### config.mk
export PLATFORM = sky130hd
export DESIGN_NAME = rx_addr_filter
export DESIGN_NICKNAME = d
export VERILOG_FILES = /design/src/rtl/rxf_pkg.sv /design/src/rtl/rxf_byte_capture.sv /design/src/rtl/rxf_crc_hash.sv /design/src/rtl/rxf_rule_eval.sv /design/src/rtl/rx_addr_filter.sv
export SDC_FILE = /design/constraint.sdc
export NUM_CORES = 1
export LEC_CHECK = 0
export BUFFER_PORTS_ARGS = -buffer_cell sky130_fd_sc_hd__buf_4
export CORE_UTILIZATION = 40
export CTS_BUF_LIST = sky130_fd_sc_hd__clkbuf_4
export CTS_CLUSTER_SIZE = 24
export DETAILED_ROUTE_END_ITERATION = 12
export PLACE_DENSITY = 0.6
export SYNTH_ARGS = -nofsm -noshare
export SYNTH_HDL_FRONTEND = slang
export SYNTH_SLANG_ARGS = --single-unit
### constraint.sdc
create_clock -name clk -period 3.95 [get_ports clk]
set_input_delay 0.5925 -clock clk [delete_from_list [all_inputs] [get_ports clk]]
set_output_delay 0.5925 -clock clk [all_outputs]
set_load 0.005 [all_outputs]
### src/rtl/rxf_pkg.sv
package rxf_pkg;

    localparam int          CRC_W    = 32;
    localparam logic [31:0] CRC_POLY = 32'hEDB88320;
    localparam logic [31:0] CRC_INIT = 32'hFFFFFFFF;

    typedef enum logic [2:0] {
        RULE_NONE    = 3'd0,
        RULE_PROMISC = 3'd1,
        RULE_STATION = 3'd2,
        RULE_BCAST   = 3'd3,
        RULE_HASH    = 3'd4
    } rule_e;

    typedef struct packed {
        logic  accept;
        rule_e rule;
    } verdict_t;

    // One byte of a reflected CRC-32, least significant bit first.
    function automatic logic [CRC_W-1:0] crc_byte(input logic [CRC_W-1:0] crc_in,
                                                  input logic [7:0]       data);
        logic [CRC_W-1:0] c;
        logic             fb;
        c = crc_in;
        for (int i = 0; i < 8; i++) begin
            fb = c[0] ^ data[i];
            c  = {1'b0, c[CRC_W-1:1]} ^ (fb ? CRC_POLY : '0);
        end
        return c;
    endfunction

endpackage

### src/rtl/rxf_byte_capture.sv
module rxf_byte_capture #(
    parameter int ADDR_BYTES = 6,
    localparam int ADDR_W    = ADDR_BYTES * 8,
    localparam int CNT_W     = $clog2(ADDR_BYTES + 1)
) (
    input  logic              clk,
    input  logic              rst,
    input  logic              frame_start,
    input  logic              byte_valid,
    input  logic [7:0]        byte_data,
    output logic              take,
    output logic              last,
    output logic [ADDR_W-1:0] dest_now
);

    logic [CNT_W-1:0]  cnt_q;
    logic [ADDR_W-1:0] addr_q;

    assign take = byte_valid && !frame_start && (cnt_q < CNT_W'(ADDR_BYTES));
    assign last = take && (cnt_q == CNT_W'(ADDR_BYTES - 1));

    // Stored bytes with the byte arriving this cycle merged into its slot.
    for (genvar k = 0; k < ADDR_BYTES; k++) begin : g_slot
        assign dest_now[8*k +: 8] = (take && cnt_q == CNT_W'(k)) ? byte_data
                                                                 : addr_q[8*k +: 8];
    end

    always_ff @(posedge clk) begin
        if (rst) begin
            cnt_q  <= '0;
            addr_q <= '0;
        end else if (frame_start) begin
            cnt_q  <= '0;
            addr_q <= '0;
        end else if (take) begin
            cnt_q  <= cnt_q + 1'b1;
            addr_q <= dest_now;
        end
    end

endmodule

### src/rtl/rxf_crc_hash.sv
module rxf_crc_hash
    import rxf_pkg::*;
#(
    parameter int HASH_BITS = 6
) (
    input  logic                 clk,
    input  logic                 rst,
    input  logic                 frame_start,
    input  logic                 take,
    input  logic [7:0]           byte_data,
    output logic [HASH_BITS-1:0] hash_idx
);

    logic [CRC_W-1:0] crc_q;
    logic [CRC_W-1:0] crc_next;

    assign crc_next = take ? crc_byte(crc_q, byte_data) : crc_q;
    assign hash_idx = crc_next[CRC_W-1 -: HASH_BITS];

    always_ff @(posedge clk) begin
        if (rst || frame_start) begin
            crc_q <= CRC_INIT;
        end else begin
            crc_q <= crc_next;
        end
    end

endmodule

### src/rtl/rxf_rule_eval.sv
module rxf_rule_eval
    import rxf_pkg::*;
#(
    parameter int ADDR_BYTES = 6,
    parameter int HASH_BITS  = 6,
    localparam int ADDR_W    = ADDR_BYTES * 8,
    localparam int FILT_W    = 1 << HASH_BITS
) (
    input  logic [ADDR_W-1:0]    dest,
    input  logic [HASH_BITS-1:0] hash_idx,
    input  logic [ADDR_W-1:0]    station_regs,
    input  logic [FILT_W-1:0]    hash_regs,
    input  logic                 ctl_promisc,
    input  logic                 ctl_no_station,
    output verdict_t             verdict
);

    logic is_station;
    logic is_bcast;
    logic is_hash;

    assign is_station = !ctl_no_station && (dest == station_regs);
    assign is_bcast   = &dest;
    assign is_hash    = dest[0] && (|hash_regs) && hash_regs[hash_idx];

    always_comb begin
        verdict.accept = 1'b1;
        if (ctl_promisc)     verdict.rule = RULE_PROMISC;
        else if (is_station) verdict.rule = RULE_STATION;
        else if (is_bcast)   verdict.rule = RULE_BCAST;
        else if (is_hash)    verdict.rule = RULE_HASH;
        else begin
            verdict.rule   = RULE_NONE;
            verdict.accept = 1'b0;
        end
    end

endmodule

### src/rtl/rx_addr_filter.sv
module rx_addr_filter
    import rxf_pkg::*;
#(
    parameter int ADDR_BYTES = 6,
    parameter int HASH_BITS  = 6,
    localparam int ADDR_W    = ADDR_BYTES * 8,
    localparam int FILT_W    = 1 << HASH_BITS
) (
    input  logic              clk,
    input  logic              rst,
    input  logic              frame_start,
    input  logic              byte_valid,
    input  logic [7:0]        byte_data,
    input  logic [ADDR_W-1:0] station_regs,
    input  logic [FILT_W-1:0] hash_regs,
    input  logic              ctl_promisc,
    input  logic              ctl_no_station,
    output logic              result_valid,
    output logic              accept,
    output logic              hit_promisc,
    output logic              hit_station,
    output logic              hit_bcast,
    output logic              hit_hash
);

    logic                 take;
    logic                 last;
    logic [ADDR_W-1:0]    dest_now;
    logic [HASH_BITS-1:0] hash_idx;
    verdict_t             verdict_now;
    verdict_t             verdict_q;
    logic                 valid_q;

    rxf_byte_capture #(.ADDR_BYTES(ADDR_BYTES)) u_capture (
        .clk         (clk),
        .rst         (rst),
        .frame_start (frame_start),
        .byte_valid  (byte_valid),
        .byte_data   (byte_data),
        .take        (take),
        .last        (last),
        .dest_now    (dest_now)
    );

    rxf_crc_hash #(.HASH_BITS(HASH_BITS)) u_crc (
        .clk         (clk),
        .rst         (rst),
        .frame_start (frame_start),
        .take        (take),
        .byte_data   (byte_data),
        .hash_idx    (hash_idx)
    );

    rxf_rule_eval #(.ADDR_BYTES(ADDR_BYTES), .HASH_BITS(HASH_BITS)) u_eval (
        .dest           (dest_now),
        .hash_idx       (hash_idx),
        .station_regs   (station_regs),
        .hash_regs      (hash_regs),
        .ctl_promisc    (ctl_promisc),
        .ctl_no_station (ctl_no_station),
        .verdict        (verdict_now)
    );

    always_ff @(posedge clk) begin
        if (rst || frame_start) begin
            valid_q   <= 1'b0;
            verdict_q <= '{accept: 1'b0, rule: RULE_NONE};
        end else if (last) begin
            valid_q   <= 1'b1;
            verdict_q <= verdict_now;
        end
    end

    assign result_valid = valid_q;
    assign accept       = verdict_q.accept;
    assign hit_promisc  = (verdict_q.rule == RULE_PROMISC);
    assign hit_station  = (verdict_q.rule == RULE_STATION);
    assign hit_bcast    = (verdict_q.rule == RULE_BCAST);
    assign hit_hash     = (verdict_q.rule == RULE_HASH);

endmodule

# After elaboration in Yosys (flattened, before gate mapping)
# Cells that the tools add are included.
dict set report word_totals {
  register_bits 88
  in_bits 126
  out_inout_bits 6
  elab_cells 79
}
dict set report classes {
  addsub 1
  order_cmp 2
  eq_ne 10
  mux 25
  bitwise 16
  reduce_logical 18
}
# cell count
set ops {}
lappend ops {{$mux W32} 9}
lappend ops {{$xor A31 B32 Y32} 8}
lappend ops {{$reduce_or A64 Y1} 1}
lappend ops {{$eq A48 B48 Y1} 1}
lappend ops {{$mux W8} 6}
lappend ops {{$reduce_and A48 Y1} 1}
lappend ops {{$eq A3 B2 Y1 const B} 4}
lappend ops {{$mux W3} 4}
lappend ops {{$logic_and A1 B1 Y1} 11}
lappend ops {{$eq A3 B3 Y1 const B} 3}
lappend ops {{$xor A1 B1 Y1} 8}
lappend ops {{$lt A6 B7 Y1 const B} 1}
lappend ops {{$bmux W1 S6} 1}
lappend ops {{$eq A3 B1 Y1 const B} 2}
lappend ops {{$mux W1} 5}
lappend ops {{$add A3 B1 Y3 const B} 1}
lappend ops {{$logic_not A3 Y1} 1}
lappend ops {{$lt A3 B3 Y1 const B} 1}
lappend ops {{$logic_not A1 Y1} 2}
lappend ops {{$reduce_or A2 Y1} 1}
lappend ops {{$logic_or A1 B1 Y1} 1}

# Depth between registers and ports, before layout
# Gate-level depths: netlist of the first run.
dict set report depth {
  word_depth 32
  mapped_depth 13
  ltp_nobuf 11
}

# Hierarchy
# A second synthesis of the first run with hierarchy kept.
dict set report unflattened {
  cells_unflattened 604
  hier_area_um2 6012.0
}
# module n_inst cells_each area_each_um2 seq_area_each_um2
set modules_own_cells {}
lappend modules_own_cells {rxf_byte_capture 1 219 2497.4 1021.0}
lappend modules_own_cells {rxf_crc_hash 1 200 1895.6 640.6}
lappend modules_own_cells {rxf_rule_eval 1 165 1407.6 0.0}
lappend modules_own_cells {rx_addr_filter 1 20 211.5 100.1}

# Worst setup path after synthesis of the first run
# No wires, ideal clock.
dict set report synth_path {
  path_kind {in2reg}
  startpoint {in byte_data[3]}
  endpoint {reg verdict_q, in the netlist accept}
  setup_ns 0.128
  arrival_ns 3.171
  t_required_ns 3.822
  slack_ns 0.651
  path_stages 11
  n_path_buf 2
  cell_sequence {clkbuf_1 -> xnor2_1 -> xnor3_1 -> xnor2_2 -> o21a_1 -> buf_2 -> mux2i_1 -> mux2i_1 -> o221a_2 -> o311ai_2 -> o21ai_0}
}
dict set report synth_between {
  elab_chain_cells 15
  word_cells_on_any_way 24
  cone_classes {eq/ne: 1; mux: 14; bitwise: 6; reduce/logical: 3}
}
# item line_no
set synth_lines {}
lappend synth_lines {{from (decl)} rx_addr_filter.sv:13} ;# input logic [7:0] byte_data,
lappend synth_lines {{$xor A1 B1 Y1} rxf_pkg.sv:27} ;# fb = c[0] ^ data[i];
lappend synth_lines {{$mux W32} rxf_pkg.sv:28} ;# c = {1'b0, c[CRC_W-1:1]} ^ (fb ? CRC_POLY : '0);
lappend synth_lines {{$xor A31 B32 Y32 (5 in series)} rxf_pkg.sv:28}
lappend synth_lines {{$mux W32} rxf_crc_hash.sv:17} ;# assign crc_next = take ? crc_byte(crc_q, byte_data) : crc_q;
lappend synth_lines {{$bmux W1 S6} rxf_rule_eval.sv:24} ;# assign is_hash = dest[0] && (|hash_regs) && hash_regs[hash_idx];
lappend synth_lines {{$mux W1 (not written as such)} rxf_rule_eval.sv:24}
lappend synth_lines {{$logic_and A1 B1 Y1} rxf_rule_eval.sv:24}
lappend synth_lines {{$mux W1} rxf_rule_eval.sv:31} ;# else if (is_hash) verdict.rule = RULE_HASH;
lappend synth_lines {{$mux W1} rxf_rule_eval.sv:30} ;# else if (is_bcast) verdict.rule = RULE_BCAST;
lappend synth_lines {{$mux W1 *} rxf_rule_eval.sv:29} ;# else if (is_station) verdict.rule = RULE_STATION;
lappend synth_lines {{$mux W1 *} rxf_rule_eval.sv:28} ;# if (ctl_promisc) verdict.rule = RULE_PROMISC;
lappend synth_lines {{to (signal assigned)} rx_addr_filter.sv:67} ;# verdict_q <= '{accept: 1'b0, rule: RULE_NONE};
lappend synth_lines {{to (signal assigned)} rx_addr_filter.sv:70} ;# verdict_q <= verdict_now;
lappend synth_lines {{to (decl)} rx_addr_filter.sv:31} ;# verdict_t verdict_q;
# Every way passes the cells marked *; elsewhere a longest branch is shown, timed or not. The select of a mux whose other input is x is not followed.
# A chain may end at the register's enable or synchronous reset.

# Final worst setup path of the first run
dict set report layout_path {
  startpoint {reg u_capture.cnt_q[2]}
  endpoint {reg verdict_q[1] in the netlist's numbering}
}
dict set report layout_between {
  elab_chain_cells 8
  word_cells_on_any_way 26
  cone_classes {order compare: 1; eq/ne: 6; mux: 9; reduce/logical: 10}
}
# item line_no
set layout_lines {}
lappend layout_lines {{from (decl)} rxf_byte_capture.sv:16} ;# logic [CNT_W-1:0] cnt_q;
lappend layout_lines {{from (signal assigned)} rxf_byte_capture.sv:36} ;# cnt_q <= cnt_q + 1'b1;
lappend layout_lines {{$lt A3 B3 Y1} rxf_byte_capture.sv:19} ;# assign take = byte_valid && !frame_start && (cnt_q < CNT_W'(ADDR_BYTES));
lappend layout_lines {{$logic_and A1 B1 Y1} rxf_byte_capture.sv:19}
lappend layout_lines {{$logic_and A1 B1 Y1 (on tied branches)} {rxf_byte_capture.sv:24, rxf_byte_capture.sv:20}}
lappend layout_lines {{$mux W8} rxf_byte_capture.sv:24} ;# assign dest_now[8*k +: 8] = (take && cnt_q == CNT_W'(k)) ? byte_data
lappend layout_lines {{$reduce_and A48 Y1 / $eq A48 B48 Y1 (equally long branches)} {rxf_rule_eval.sv:23, rxf_rule_eval.sv:22}}
lappend layout_lines {{$mux W3 / $logic_and A1 B1 Y1 (equally long branches)} {rxf_rule_eval.sv:30, rxf_rule_eval.sv:22}}
lappend layout_lines {{$mux W3} rxf_rule_eval.sv:29}
lappend layout_lines {{$mux W3} rxf_rule_eval.sv:28}
# Parallel ways exist; a longest one is shown, timed or not.

==> impl_metrics.py, run 1 <==
metrics = {
    "setup_path": {
        "critPathKind": "reg2reg",
        "worstPathArrival_ps": 3760,
        "critPathLaunchType": "flop",
        "worstPathMaxFanout": 9,
        "cp.required_ps": 4340,
        "end_kind": "flop",
    },
    "clock_tree": {
        "cts_buffers": 9,
        "cts-root-buf": "clkbuf_4",
        "cts_resized": 0,
        "clockBufferDepth": 2,
        "cts_setup_buffers": 0,
        "hold_buffers": 0,
        "cts_sinks": 88,
        "clk_latency_ps": 480,
        "clkTransAtPathRegs_ps": 130,
        "ctsHtreeMaxLevel": 3,
        "cts_tree": "yes",
    },
    "timing": {
        "tightest_slew_ps": 717,
        "fmax_mhz": 297,
        "period_share_pct": 85.3,
        "grt_setup_unrepaired": "false",
        "relSlewSlack_pct": 51.9,
        "fin_skew_ps": 24.5,
        "finalSetupViolCount": 0,
        "hold_violations": 0,
        "maxSlewViolCount": 0,
        "min_period_ps": 3370,
        "setup_ws_ps": 580,
        "fin_tns_setup_ps": 0,
    },
    "yosys": {
        "yosys_most_used_dff": "dfxtp_1",
        "synth_fp_nets": 817,
        "ys_seq_area_share_pct": 29.9,
        "ys_warn_count": 0,
        "synthCells": 686,
        "ys_ff_latch": 88,
        "netlist_area_um2": 5880,
        "syn_avg_cell_area_um2": 8.58,
        "async_reset_ff_share_pct": 0,
        "synth_edf_count": 0,
        "synth_cell_types": 62,
    },
    "detailed_routing": {
        "post_drt_wl_per_cell_um": 18.9,
        "post_drt_via_cell_ratio": 5.67,
        "drt_iter0_drc": 472,
        "drc": 0,
        "vias": 5697,
        "routed_wl_um": 19000,
        "ant_nets": 0,
        "firstDrtPassIters": 5,
    },
    "floorplanning": {
        "rows": 43,
        "start_util_pct": 41.7,
        "io_pins": 132,
        "fp.dieH_um": 123,
        "die_x_um": 123,
        "die_area_um2": 15200,
        "core_um2": 14100,
    },
    "global_routing": {
        "grt_util_all_layers_pct": 25.5,
        "grt_pass1_wl_um": 29100,
        "grt_max_degree": 54,
        "grt_overflow_total": 0,
        "grt_pass1_vias": 5453,
        "antenna_found_initial": 0,
    },
    "pwr": {
        "vdd_drop_max_mv": 0.228,
        "power.switching_mw": 0.834,
        "switching_share_pct": 33.9,
        "intPower_mw": 1.63,
        "pwr-share-comb_pct": 38.2,
        "clock_power_share_pct": 23.8,
        "power.density_nw_per_um2": 335,
        "p_seq_share_pct": 38.0,
        "power_mw": 2.46,
        "leakagePower_nw": 2.81,
    },
    "finish": {
        "multi_input_comb_area_um2": 3890,
        "diodes": 0,
        "nNetsFinal": 953,
        "mostFrequentLayoutCell": "buf_4",
        "layout_common_cells": "buf_4, dfxtp_1, xnor2_1",
        "syn_to_final_growth_pct": 24.9,
        "postLayoutCellArea_um2": 7350,
        "fill_cells": 1355,
        "seqCellArea_um2": 1760,
        "stdcell_count": 1005,
        "drive_gt1_share_pct": 25.0,
    },
    "min_path": {
        "hold_path.class": "in2reg",
    },
    "placed_design": {
        "post-place-ws_ps": 400,
        "port_buffers": 131,
        "placed_area_um2": 7200,
        "dp.cells": 991,
        "gp_congestion": 0.902,
        "hpwl_um": 14800,
    },
    "outcome": {
        "status": "finished clean",
    },
    "run": {
        "cap_violations": 0,
    },
}
[power by group through the flow]
stage	combinational (mW)	clock (mW)	sequential (mW)
after floorplan	0.621	0	0.951
after global placement	0.923	0	0.955
after detailed placement	0.930	0	0.956
after CTS	0.936	0.599	0.936
after global routing	1.01	0.634	0.940
final	0.939	0.585	0.936
[sequential cells by signal (all words and copies together), names as in the netlist]
signal	count
u_crc.crc_q	32
u_capture.addr_q	48
u_capture.cnt_q	3
verdict_q	3
result_valid	1
accept	1
[cell type report]
cell class	instances	area share (%)
well taps	180	3.06
clock inverters	3	0.936
repair buffers	166	17.0
inverters	19	0.970
flip-flops and latches	88	24.0
multi-input cells	538	53.0
clock buffers	11	1.12
[worst paths after layout]
path	from	endpoint	slack, ps	cells past startpoint
setup / recovery	u_capture.cnt_q[2]	verdict_q[1]	580	10
hold / removal	ctl_promisc	verdict_q[0]	390	3
hold reg to reg	result_valid	result_valid	490	2
setup reg to reg	u_capture.cnt_q[2]	verdict_q[1]	580	10
[cells in the mapped netlist (4+ instances only)]
cell type / instances / area (µm²)
nand2_1: 48 / 180
xnor2_1: 65 / 569
o211ai_1: 46 / 345
nand3_1: 22 / 110
or3_1: 5 / 31.3
clkbuf_1: 26 / 97.6
and3_1: 9 / 56.3
or2_2: 4 / 25.0
xor2_1: 36 / 315
dfxtp_1: 88 / 1760
o21a_1: 6 / 45.0
inv_1: 19 / 71.3
and3b_1: 4 / 35.0
nor2_1: 55 / 206
nand3b_1: 4 / 30.0
buf_2: 9 / 45.0
nand4_1: 19 / 119
o221ai_1: 4 / 35.0
a21oi_1: 35 / 175
nor4_1: 23 / 144
ha_1: 5 / 62.6
xnor2_2: 5 / 81.3
nor3b_1: 4 / 30.0
nor3_1: 7 / 35.0
o21ai_0: 22 / 110
mux2i_1: 56 / 561
nor4bb_1: 4 / 40.0
a31oi_1: 6 / 37.5
[metrics by stage]
| stage | util, % | hold slack [ps] |
|---|---|---|
| after floorplan | - | 460 |
| after global placement | 51.1 | 465 |
| after detailed placement | 51.1 | 474 |
| after CTS | 52.1 | 380 |
| after global routing | 52.1 | 398 |
| final | 52.1 | 391 |
[critical path: stages, from the launching register on]
cell	delay, ps
dfxtp_1	550
nor4bb_2	360
a21boi_0	250
or3_1	350
a2111oi_0	600
nand4_1	180
nor4_1	320
buf_4	190
nand2_1	80
a211o_1	270
a21oi_1	150
[metal layers]
metal,GRT usage [%],routed length [µm],vias to the layer above
met2,43.0,9020,235
met5,0,0,-
met4,9.49,439,0
met1,32.7,8350,2680
li1,-,-,2750
met3,3.87,1230,32
[logic make-up after synthesis]
family                   share of synthesized area (%)
multiplexers                                      9.72
buffers and inverters                             4.34
AO/OA/AOI/OAI                                     17.0
AND/OR/NAND/NOR                                   19.2
adder cells (fa/ha/maj)                           1.06
XOR/XNOR                                          18.8
flip-flops                                        29.9
No activity file was read; power rests on OpenSTA's default activity.
==> run 2: changes to the inputs <==
--- a/config.mk
+++ b/config.mk
@@ -11,6 +11,7 @@
 export CTS_CLUSTER_SIZE = 24
 export DETAILED_ROUTE_END_ITERATION = 12
 export PLACE_DENSITY = 0.6
+export REMOVE_ABC_BUFFERS = 1
 export SYNTH_ARGS = -nofsm -noshare
 export SYNTH_HDL_FRONTEND = slang
 export SYNTH_SLANG_ARGS = --single-unit
==> run 2 against run 1 <==
Net effect: total power fell by 3.3%; via count fell by 0.70%; routed wire length shrank 4.0%; combinational power down 2.2%; largest power group is now registers; count of clock-buffer cells in the layout is 1 higher.
==> impl_metrics.py, run 2 (synthesis gave the netlist of run 1 again) <==
metrics = {
    "floorplanning": {
        "die_area_um2": 15200,
        "fp.dieH_um": 123,
        "io_pins": 132,
        "start_util_pct": 41.7,
        "die_x_um": 123,
        "rows": 43,
        "core_um2": 14100,
    },
    "pwr": {
        "leakagePower_nw": 2.77,
        "power.density_nw_per_um2": 326,
        "vdd_drop_max_mv": 0.157,
    },
    "clock_tree": {
        "cts_setup_buffers": 0,
        "clkTransAtPathRegs_ps": 130,
        "cts_buffers": 9,
        "cts_tree": "yes",
        "clk_latency_ps": 470,
        "cts_sinks": 88,
        "hold_buffers": 0,
        "cts_resized": 0,
        "ctsHtreeMaxLevel": 3,
        "clockBufferDepth": 2,
        "cts-root-buf": "clkbuf_4",
    },
    "setup_path": {
        "critPathLaunchType": "flop",
        "cp.required_ps": 4330,
        "worstPathArrival_ps": 3940,
        "end_kind": "flop",
        "critPathKind": "reg2reg",
        "reg2reg_to": "verdict_q[1]",
        "r2r_cells": 12,
        "reg2reg_from": "u_capture.cnt_q[1]",
        "cp-startpoint": "u_capture.cnt_q[1]",
        "r2r_slack_ps": 390,
        "worstPathMaxFanout": 10,
    },
    "finish": {
        "regMostFlops": "u_capture.addr_q",
        "post-route-util_pct": 51.8,
        "mostFrequentLayoutCell": "buf_4",
        "syn_to_final_growth_pct": 24.1,
        "layout_common_cells": "buf_4, dfxtp_1, xnor2_1",
        "drive_gt1_share_pct": 24.4,
        "nNetsFinal": 947,
        "largest_reg_flops": 48,
        "reg.largest.list": "u_capture.addr_q x48, u_crc.crc_q x32",
        "postLayoutCellArea_um2": 7300,
        "fill_cells": 1351,
    },
    "detailed_routing": {
        "routed_wl_um": 18300,
        "firstDrtPassIters": 5,
        "ant_nets": 0,
        "post_drt_via_cell_ratio": 5.65,
        "post_drt_wl_per_cell_um": 18.2,
        "drc": 0,
        "vias": 5657,
        "drt_iter0_drc": 358,
    },
    "timing": {
        "maxSlewViolCount": 0,
        "tightest_slew_ps": 948,
        "relSlewSlack_pct": 36.8,
        "period_share_pct": 90.2,
        "hold_violations": 0,
        "finalSetupViolCount": 0,
        "fin_tns_setup_ps": 0,
        "fmax_mhz": 281,
        "min_period_ps": 3560,
        "fin_skew_ps": 19.2,
        "grt_setup_unrepaired": "false",
    },
    "global_routing": {
        "antenna_found_initial": 0,
        "grt_overflow_total": 0,
        "grt_util_all_layers_pct": 24.6,
        "grt_pass1_vias": 5550,
        "grt_pass1_wl_um": 28500,
        "grt_max_degree": 53,
    },
    "min_path": {
        "hold_end": "verdict_q[0]",
        "hold_start": "ctl_promisc",
        "hold_path.class": "in2reg",
        "whs_path_depth": 3,
    },
    "outcome": {
        "status": "finished clean",
    },
    "placed_design": {
        "placed_area_um2": 7160,
        "hpwl_um": 14100,
        "gp_congestion": 0.910,
        "port_buffers": 131,
    },
    "run": {
        "cap_violations": 0,
    },
}
==> run 2: power breakdown <==
| part | internal [mW] | total [mW] | switching, mW |
|---|---|---|---|
| sequential | 0.915 | 0.936 | 0.0213 |
| clock | 0.211 | 0.524 | 0.313 |
| combinational | 0.440 | 0.918 | 0.478 |
| total | 1.57 | 2.38 | 0.813 |
==> run 2: worst max-delay path by stage <==
stage	to	slack [ps]	cells past startpoint
after floorplan	verdict_q[1]	10	9
after global placement	verdict_q[1]	50	11
after detailed placement	verdict_q[1]	20	11
after CTS	verdict_q[1]	190	11
after global routing	verdict_q[1]	80	12
final	verdict_q[1]	390	12
==> run 2: final cells by class <==
class,count,area [µm²],area share (%)
clock inverters,4,45.0,0.617
clock buffers,12,90.1,1.23
inverters,19,71.3,0.976
flip-flops and latches,88,1760,24.1
well taps,180,225,3.08
repair buffers,160,1210,16.6
diodes,1,2.50,0.0343
multi-input cells,538,3890,53.3
==> run 2: critical path, stage by stage (launching register included) <==
cell	delay, ps
dfxtp_1	400
inv_1	120
ha_1	190
nor4bb_2	320
buf_12	190
mux2i_1	370
xnor2_1	110
a2111oi_0	410
nand4_1	240
nor4_2	510
nand2_1	170
a211o_1	290
a21oi_1	160
==> run 2: through the flow <==
step                cells  hold slack (ps)  power, mW  setup WS, ps
CTS                  1001              406       2.39           193
finish               1002              429       2.38           388
floorplan             645              460       1.54          11.9
detailed placement    985              479       1.87          23.3
global route         1001              427       2.50          82.9
global placement      985              469       1.86          52.3
==> run 2: metal layers <==
layer / wire (µm) / part of all wire [%] / global-route usage, % / up-vias
li1: - / - / - / 2757
met1: 8170 / 45 / 31.3 / 2683
met2: 8840 / 48 / 42.6 / 187
met3: 915 / 5.0 / 3.92 / 30
met4: 344 / 1.9 / 7.00 / 0
met5: 0 / 0 / 0 / -
==> run 3: changes to the inputs <==
--- a/config.mk
+++ b/config.mk
@@ -6,11 +6,12 @@
 export NUM_CORES = 1
 export LEC_CHECK = 0
 export BUFFER_PORTS_ARGS = -buffer_cell sky130_fd_sc_hd__buf_4
+export CORE_MARGIN = 4
 export CORE_UTILIZATION = 40
 export CTS_BUF_LIST = sky130_fd_sc_hd__clkbuf_4
 export CTS_CLUSTER_SIZE = 24
 export DETAILED_ROUTE_END_ITERATION = 12
-export PLACE_DENSITY = 0.6
+export PLACE_DENSITY = 0.61
 export REMOVE_ABC_BUFFERS = 1
 export SYNTH_ARGS = -nofsm -noshare
 export SYNTH_HDL_FRONTEND = slang
==> run 3 against run 2 <==
Net effect: cell count is the same; sequential share of layout area is essentially flat; routed wire length grew 2.4%; sequential power is essentially flat; flip-flop and latch count is the same; design area grew 0.21%; combinational power shrank 1%; worst setup slack gained 97 ps; clock power grew 12%; non-clock buffer count shrank 3; critical path type unchanged; largest power group unchanged.
==> impl_metrics.py, run 3 (synthesis gave the netlist of run 1 again) <==
metrics = {
    "outcome": {
        "status": "finished clean",
    },
    "clock_tree": {
        "cts_setup_buffers": 0,
        "cts_tree": "yes",
        "clk_latency_ps": 490,
        "cts_buffers": 9,
        "clockBufferDepth": 2,
        "cts_resized": 0,
        "ctsHtreeMaxLevel": 3,
        "hold_buffers": 0,
        "clkTransAtPathRegs_ps": 150,
        "cts_sinks": 88,
        "cts-root-buf": "clkbuf_4",
    },
    "placed_design": {
        "hpwl_um": 14400,
        "gp_congestion": 0.896,
        "post-place-ws_ps": 444,
        "port_buffers": 131,
        "placed_area_um2": 7160,
    },
    "global_routing": {
        "grt_pass1_vias": 5658,
        "grt_util_met2_pct": 37.2,
        "grt_max_degree": 53,
        "use_met3_pct": 3.83,
        "antenna_found_initial": 0,
        "grt_overflow_total": 0,
        "grt_use_met1_pct": 28.9,
        "grt_util_all_layers_pct": 22.3,
        "grt_pass1_wl_um": 29200,
        "grt-busiest-layer": "met2",
    },
    "setup_path": {
        "crit_chain": "inv_1 -> ha_1 -> nor4bb_2 -> buf_4 -> mux2i_1 -> xnor2_1 -> a2111oi_0 -> nand4_1 -> nor4_1 -> buf_4 -> nand2_1 -> a211o_1 -> a21oi_1",
        "critPathKind": "reg2reg",
        "cpPeakStageDelay_ps": 450,
        "worstPathMaxFanout": 10,
        "cpMostUsedCell": "buf_4",
        "r2r_slack_ps": 480,
        "slowest_stage": "mux2i_1",
        "end_kind": "flop",
        "critPathLaunchType": "flop",
        "worstPathArrival_ps": 3860,
        "cp.required_ps": 4350,
        "r2r_cells": 13,
        "reg2reg_from": "u_capture.cnt_q[1]",
        "reg2reg_to": "verdict_q[1]",
    },
    "finish": {
        "diodes": 0,
        "fill_cells": 1408,
        "syn_to_final_growth_pct": 24.4,
        "mostFrequentLayoutCell": "buf_4",
        "layout_common_cells": "buf_4, dfxtp_1, xnor2_1",
        "regMostFlops": "u_capture.addr_q",
        "reg.largest.list": "u_capture.addr_q x48, u_crc.crc_q x32",
        "multi_input_comb_area_um2": 3890,
        "nNetsFinal": 944,
        "drive_gt1_share_pct": 24.1,
        "postLayoutCellArea_um2": 7320,
        "largest_reg_flops": 48,
        "seqCellArea_um2": 1760,
    },
    "timing": {
        "period_share_pct": 87.7,
        "finalSetupViolCount": 0,
        "relSlewSlack_pct": 40.4,
        "fin_tns_setup_ps": 0,
        "fmax_mhz": 289,
        "tightest_slew_ps": 891,
        "fin_skew_ps": 28.9,
        "hold_violations": 0,
        "grt_setup_unrepaired": "false",
        "min_period_ps": 3470,
        "hold-worst-slack_ps": 418,
        "maxSlewViolCount": 0,
        "setup_ws_ps": 484,
    },
    "floorplanning": {
        "rows": 44,
        "fp.dieH_um": 129,
        "io_pins": 132,
        "core_um2": 14500,
        "die_area_um2": 16700,
        "die_x_um": 129,
        "start_util_pct": 40.6,
    },
    "detailed_routing": {
        "drt_iter0_drc": 551,
        "ant_nets": 0,
        "vias": 5687,
        "post_drt_wl_per_cell_um": 18.7,
        "firstDrtPassIters": 7,
        "post_drt_via_cell_ratio": 5.68,
        "routed_wl_um": 18700,
        "drc": 0,
    },
    "min_path": {
        "whs_path_depth": 3,
        "hold_start": "ctl_promisc",
        "hold_path.class": "in2reg",
        "hold_end": "verdict_q[1]",
    },
    "pwr": {
        "vdd_drop_max_mv": 0.182,
        "leakagePower_nw": 2.77,
        "power.density_nw_per_um2": 332,
    },
    "run": {
        "cap_violations": 0,
    },
}
## run 3: changes by cell type in the layout (fill, tap and decap cells not counted), sizes merged
cell / change
clkbuf: -2
clkinvlp: +1
bufinv: +1
buf: -3
diode: -1
## run 3: where the power goes
part	total (mW)	internal (mW)	switching [mW]
Clock	0.585	0.260	0.325
Sequential	0.936	0.915	0.0214
Combinational	0.909	0.434	0.475
## run 3: layout make-up
type / instances / area share, %
Clock buffer: 10 / 1.03
Multi-Input combinational cell: 538 / 53.2
Tap cell: 184 / 3.15
Inverter: 19 / 0.974
Clock inverter: 6 / 1.15
Timing Repair Buffer: 157 / 16.4
Sequential cell: 88 / 24.1
## run 3: how the worst max path moves through the flow
stage / from / to / slack [ps] / cells past startpoint
2_1_floorplan: byte_valid / verdict_q[1] / 10 / 9
3_3_place_gp: frame_start / verdict_q[1] / 480 / 12
3_5_place_dp: frame_start / verdict_q[1] / 440 / 12
4_1_cts: u_capture.cnt_q[1] / verdict_q[1] / 540 / 13
5_1_grt: u_capture.cnt_q[1] / verdict_q[1] / 130 / 12
6_report: u_capture.cnt_q[1] / verdict_q[1] / 480 / 13
## run 3: worst max-delay path: cells and delay by family (launching register included)
family                     cells  cell delay (ps)
and+or+nand+nor                4              860
AOI/OAI and AO/OA              3              800
buffers and inverters          3              570
muxes                          1              450
DFF                            1              410
adders and majority gates      1              170
xor gates and xnor gates       1              120
## run 3: routing by layer
metal  up-vias  part of all wire, %
met5         -                    0
met4         0                  2.8
met3        39                  7.1
met2       237                   47
met1      2670                   43
li1       2741                    -
## run 3: per-stage QoR
stage          util [%]  power (mW)  instances
2_1_floorplan         -        1.54        645
3_3_place_gp       49.5        1.85        986
3_5_place_dp       49.5        1.86        986
4_1_cts            50.6        2.44       1002
5_1_grt            50.6        2.56       1002
6_report           50.6        2.43       1002
